$ cat src/rtl/cnt_pkg.sv
package cnt_pkg;
  // Action chosen for the count register at the next rising edge, in priority order.
  typedef enum logic [1:0] {
    ACT_HOLD  = 2'd0,
    ACT_STEP  = 2'd1,
    ACT_LOAD  = 2'd2,
    ACT_CLEAR = 2'd3
  } cnt_act_e;
endpackage

$ cat src/rtl/cnt_ctrl.sv
module cnt_ctrl
  import cnt_pkg::*;
(
  input  logic     clr_n,
  input  logic     load_n,
  input  logic     en_p,
  input  logic     en_t,
  output cnt_act_e act
);
  // Clear beats load; load beats counting and ignores the enables.
  always_comb begin
    if (!clr_n)             act = ACT_CLEAR;
    else if (!load_n)       act = ACT_LOAD;
    else if (en_p && en_t)  act = ACT_STEP;
    else                    act = ACT_HOLD;
  end
endmodule

$ cat src/rtl/cnt_step.sv
module cnt_step #(
  parameter int W      = 4,
  parameter bit DECADE = 1'b0
) (
  input  logic [W-1:0] q,
  input  logic         up,
  output logic [W-1:0] nxt
);
  localparam logic [W-1:0] LAST = DECADE ? W'(9) : {W{1'b1}};
  localparam logic [W-1:0] TOP  = {W{1'b1}};

  // Counting up wraps at the last value. A value above the decade range
  // runs on to the top code and then rolls over to zero.
  always_comb begin
    if (up) begin
      if (q == LAST || q == TOP) nxt = '0;
      else                       nxt = q + W'(1);
    end else begin
      if (q == '0) nxt = LAST;
      else         nxt = q - W'(1);
    end
  end
endmodule

$ cat src/rtl/cnt_term.sv
module cnt_term #(
  parameter int W      = 4,
  parameter bit DECADE = 1'b0
) (
  input  logic [W-1:0] q,
  input  logic         up,
  input  logic         en_t,
  output logic         rco
);
  localparam logic [W-1:0] LAST = DECADE ? W'(9) : {W{1'b1}};

  logic at_term;

  always_comb begin
    at_term = up ? (q == LAST) : (q == '0);
    rco     = en_t & at_term;
  end
endmodule

$ cat src/rtl/casc_counter.sv
module casc_counter
  import cnt_pkg::*;
#(
  parameter int W      = 4,
  parameter bit DECADE = 1'b0,
  parameter bit UPDOWN = 1'b0
) (
  input  logic         clk,
  input  logic         clr_n,
  input  logic         load_n,
  input  logic         dir_up,
  input  logic         en_p,
  input  logic         en_t,
  input  logic [W-1:0] din,
  output logic [W-1:0] q,
  output logic         rco
);
  cnt_act_e     act;
  logic [W-1:0] nxt;
  logic         up_eff;
  logic [W-1:0] cnt_r;

  // Without the direction option, the pin is ignored and the counter counts up.
  assign up_eff = dir_up | (UPDOWN == 1'b0);

  cnt_ctrl u_ctrl (
    .clr_n  (clr_n),
    .load_n (load_n),
    .en_p   (en_p),
    .en_t   (en_t),
    .act    (act)
  );

  cnt_step #(.W(W), .DECADE(DECADE)) u_step (
    .q   (cnt_r),
    .up  (up_eff),
    .nxt (nxt)
  );

  cnt_term #(.W(W), .DECADE(DECADE)) u_term (
    .q    (cnt_r),
    .up   (up_eff),
    .en_t (en_t),
    .rco  (rco)
  );

  always_ff @(posedge clk) begin
    unique case (act)
      ACT_CLEAR: cnt_r <= '0;
      ACT_LOAD:  cnt_r <= din;
      ACT_STEP:  cnt_r <= nxt;
      default:   cnt_r <= cnt_r;
    endcase
  end

  assign q = cnt_r;
endmodule

$ cat config.mk
export PLATFORM = sky130hd
export DESIGN_NAME = casc_counter
export DESIGN_NICKNAME = d
export VERILOG_FILES = /design/src/rtl/cnt_pkg.sv /design/src/rtl/cnt_ctrl.sv /design/src/rtl/cnt_step.sv /design/src/rtl/cnt_term.sv /design/src/rtl/casc_counter.sv
export SDC_FILE = /design/constraint.sdc
export NUM_CORES = 1
export LEC_CHECK = 0
export ABC_AREA = 0
export BUFFER_PORTS_ARGS = -buffer_cell sky130_fd_sc_hd__buf_2
export CORE_AREA = 2 2 39 41
export CTS_CLUSTER_DIAMETER = 200
export DETAILED_ROUTE_END_ITERATION = 7
export DIE_AREA = 0 0 41 43
export GPL_TIMING_DRIVEN = 0
export SETUP_SLACK_MARGIN = 0.4
export SLEW_MARGIN = 20
export SYNTH_ARGS = -nofsm -noshare
export SYNTH_HDL_FRONTEND = slang
export SYNTH_HIERARCHICAL = 1
export SYNTH_SLANG_ARGS = --single-unit
$ cat constraint.sdc
create_clock -name clk -period 1.5 [get_ports clk]
set_input_delay 0.3 -clock clk [delete_from_list [all_inputs] [get_ports clk]]
set_output_delay 0.3 -clock clk [all_outputs]
set_load 0.01 [all_outputs]
Word-level counts from Yosys, hierarchy flattened
Cells that the tools add are included.
Operators by class
  add/subtract/negate cells: 1
  eq/ne operators: 4
  mux-type cells: 5
  bitwise operators: 1
  reductions and logical operators: 2
Operators with widths (count)
  case mux 4 bit (3 select lines): 1
  adder 4 x 1 -> 4 bit, second input constant: 1
  == test 2 bit, second input constant: 2
  == test 4 bit, second input constant: 1
  2-to-1 mux 2 bit: 2
  2-to-1 mux 4 bit: 1
  nonzero test 3 bit: 1
  == test 2 x 1 -> 1 bit, second input constant: 1
  AND 1 bit: 1
  logical AND 1 bit: 1
  2-to-1 mux 1 bit: 1
Word-level totals
  register bits: 4
  output and inout bits: 5
  word-level logic and storage cells: 14

Logic depth before layout (Yosys ltp)
  depth in word-level cells: 6
  depth in mapped cells: 7
  mapped depth without buffers: 7

Cells and area by module
The synthesis kept the hierarchy.
Modules (own cells, without submodules)
  casc_counter: times used 1, cells each 19, area an instance 227.7 um^2
  cnt_step: times used 1, cells each 17, area an instance 123.9 um^2
  cnt_term: times used 1, cells each 5, area an instance 30.0 um^2
  cnt_ctrl: times used 1, cells each 3, area an instance 12.5 um^2

Worst setup path after synthesis
No wires, ideal clock.
  path kind: register -> register
  from: register cnt_r[0] (netlist: q[0])
  to: register cnt_r[3] (netlist: q[3]) (data pin)
  library setup time: 0.258 ns
  data arrival time: 1.238 ns
  required time: 1.242 ns
  slack: 0.004 ns
  cell stages (with the launch flop): 7
  path buffers: 0
  period minus slack after synthesis: 1.496 ns
  cell sequence: edfxtp_1 > ha_1 > a21oi_1 > o221ai_1 > o31ai_1 > a22oi_1 > nor2b_1
On the way
  cells in the longest elaborated chain, start to end: 3
  elaborated cells between the ends (all ways): 4
RTL lines
  from (decl): line casc_counter.sv:21  | logic [W-1:0] cnt_r;
  from (signal assigned): line casc_counter.sv:50  | ACT_LOAD: cnt_r <= din;
  from (signal assigned): line casc_counter.sv:51  | ACT_STEP: cnt_r <= nxt;
  from (signal assigned): line casc_counter.sv:52  | default: cnt_r <= cnt_r;
  adder 4 x 1 -> 4 bit / == test 4 bit (equally long branches): line cnt_step.sv:17, cnt_step.sv:16
  2-to-1 mux 4 bit (*): line cnt_step.sv:16  | if (q == LAST || q == TOP) nxt = '0;
  via nxt[3]: line casc_counter.sv:19  | logic [W-1:0] nxt;
  case mux 4 bit (3 select lines) (*): line casc_counter.sv:48  | unique case (act)
Mark *: on every way through the listed nets, which the timed path passes. The rest lies on a longest branch.
A chain may end at the register's enable or synchronous reset.

Worst setup path in the final report
Ends and elaborated chain as after synthesis.

==> results.md <==
- Clock Latency Late Sink: 240 ps
- CTS tree: yes
- Crit path time final: 1476 ps
- Hold crit path type: in2reg
- Post-route DRC: 0
- Post-Syn Area per Cell: between 8 and 9 um2
- Top cell type's share of synthesized area: 0.3048
- Hold WS: 405.9 ps
- Max Fclk: 677.6 MHz
- IO Pins: 15
- Count leader, synth: inv_1
- Total track usage: 0.1162
- WP data required: 1490 ps
- Final Util: 0.4241
- Startpoint Class: flop
- Seq/Total Area, Yosys: 0.3048
- Placer Congestion: between 0.6 and 0.7
- Crit Path Max Fanout: 7
- Via count: 395
- Average wire per standard cell: roughly 10 um
- Placed cell areas: about 510 um2
- Crit path launch: q[0]
- Largest register FFs: 4
- Multi-input gate area: 275.3 um2
- Max Root-Sink Buffers: 2
- Final TNS setup: 0 ps
- Die height: about 43 um
- RSZ-0062 raised after global routing: yes
- Terminus of the critical flop-to-flop path: q[3]
- Tcrit/Tclk final: 0.9839
- Final Setup Violations: 0
- Die Wd: between 40 and 50 um
- # rows: 14
- Post-Layout Cell Count: 87
- Commonest cells post-synth: inv_1, ha_1
- Clk_skew: between 0.7 and 0.8 ps
- Final WS setup: 24.10 ps
- Pwr Density: about 740 mW/mm2
- Port bufs: 13
- Initial DRC Count: 1
- Worst setup path end: q[3]
- Number of global-route vias before repair: 370
- Crit end category: flop
- GRT overflow: 0
- Status: completed
- Number of fillers in the final layout: 155
- CTS root buffer: clkbuf_4
- Synth Warn #: 6
- Critical path data arrival time: roughly 1500 ps
- First-pass GRT wire length: 1407 um
- Register-to-Register Path Depth: 6
- Max VDD drop: 0.0003175 V
- Prevailing post-synth register cell: edfxtp_1
- Final instance area: 586.8 um2
- Leak: 0.2873 nW
- Area grow syn2layout: 48.89%
- H-tree Lvls: 1
- Async set-reset flop share out of synthesis: 0
- Routed WL: 886 um
- FF+latch area: 120.1 um2
- Total power: around 440 uW
- Number of synthesized flops with an enable pin: 4
- Worst reg2reg startpoint: q[0]
- Clock slew at reported path FFs: roughly 30 ps
- Synth top area cells: edfxtp_1, ha_1, a22oi_1
- DP Worst Slack: -94.50 ps
- Post-synthesis register bit count: 4
- Core ar.: 0.001384 mm2
- Net count, final: 88
- Final hold vios: 0
- Antenna violations before repair: 0
- Mapped Area: 394.1 um2
- Drt first pass iters: 4
- Pin count of the biggest net entering global routing: 9
- Share of cells above drive strength 1: 0.3521
- Final antenna-violating net count: 0
- Hold buffers post-CTS: 0
- DPL Wire Length: 631.8 um
- Post-Syn Instances: 44
- Slew Viols, Final: 0
- WS Path Type: reg2reg
- Starting Density: 0.2848
- Vias per inst: 4.540
- Clock sink total: 4
- Max_cap viols: 0
- Leading area contributor after synthesis: edfxtp_1
- Die area: 0.001763 mm2
- Inst Count DP: 78
- Antenna diodes: 0
- Post-synth cell types: 20
- R2r setup slk: ~24 ps
- Num CTS Buffers: 3
[placed cells by master (no fill, tap or decap)]
cell	synthesis	layout
a21oi_1	2	2
a22oi_1	4	4
and3_1	1	1
buf_2	0	11
buf_4	0	6
buf_6	0	2
clkbuf_4	0	3
conb_1	1	6
edfxtp_1	4	4
ha_1	5	4
ha_2	0	1
inv_1	7	7
mux2i_1	1	1
nand2_1	4	4
nand2b_1	1	1
nand3_1	1	1
nand4_1	1	1
nor2b_1	4	4
nor4b_1	1	1
o21bai_2	1	1
o221ai_1	1	1
o22ai_2	0	1
o31ai_1	1	1
or4_1	1	1
xnor2_1	2	2
[power breakdown]
| part | internal (mW) | switching [mW] | total (mW) |
|---|---|---|---|
| combinational | 0.0832 | 0.0664 | 0.150 |
| clock | 0.0894 | 0.0430 | 0.132 |
| sequential | 0.137 | 0.0181 | 0.155 |
[critical path, stage by stage (launching register included)]
cell	delay, ps
edfxtp_1	460
ha_2	220
a21oi_1	40
o221ai_1	150
o31ai_1	120
a22oi_1	170
nor2b_1	60
[what timing repair did]
action	4_1_cts	5_1_grt
pin swaps	2	0
endpoints found under the hold margin	0	0
gates resized for setup	1	1
setup endpoints to repair	9	9
buffers inserted	4	2
[routing by layer]
layer,global-route usage,vias to the layer above,part of all wire
met3,0.01571,2,0.028
met4,0.06000,0,0.019
met5,0,-,0
met1,0.1279,176,0.41
met2,0.2000,10,0.54
li1,-,207,-
[worst min-delay path by stage]
stage                 from    to  slack (ps)  cells past startpoint
floorplan           din[0]  q[0]         550                      2
global placement    din[0]  q[0]         640                      3
detailed placement  din[3]  q[3]         650                      3
CTS                 din[3]  q[3]         410                      3
global route        din[3]  q[3]         430                      3
finish              din[3]  q[3]         410                      3
[area by class of cell]
type                       instances  share of cell area
clock buffer                       3             0.03838
inverter                           7             0.04478
multi-input combinational         38              0.4691
sequential                         4              0.2047
tap                               16             0.03412
timing repair buffer              19              0.2090
[logic make-up (layout without fill, tap and decap cells)]
logic type,Yosys count,after routing,synth area share
simple gates,14,14,0.2032
compound gates,10,10,0.1873
buf+inv,7,29,0.06668
fa+ha+maj,5,5,0.1587
flops,4,4,0.3048
xor+xnor,2,2,0.04445
other cells,1,6,0.009515
mux,1,1,0.02540
Power figures use the tool's default switching activity.
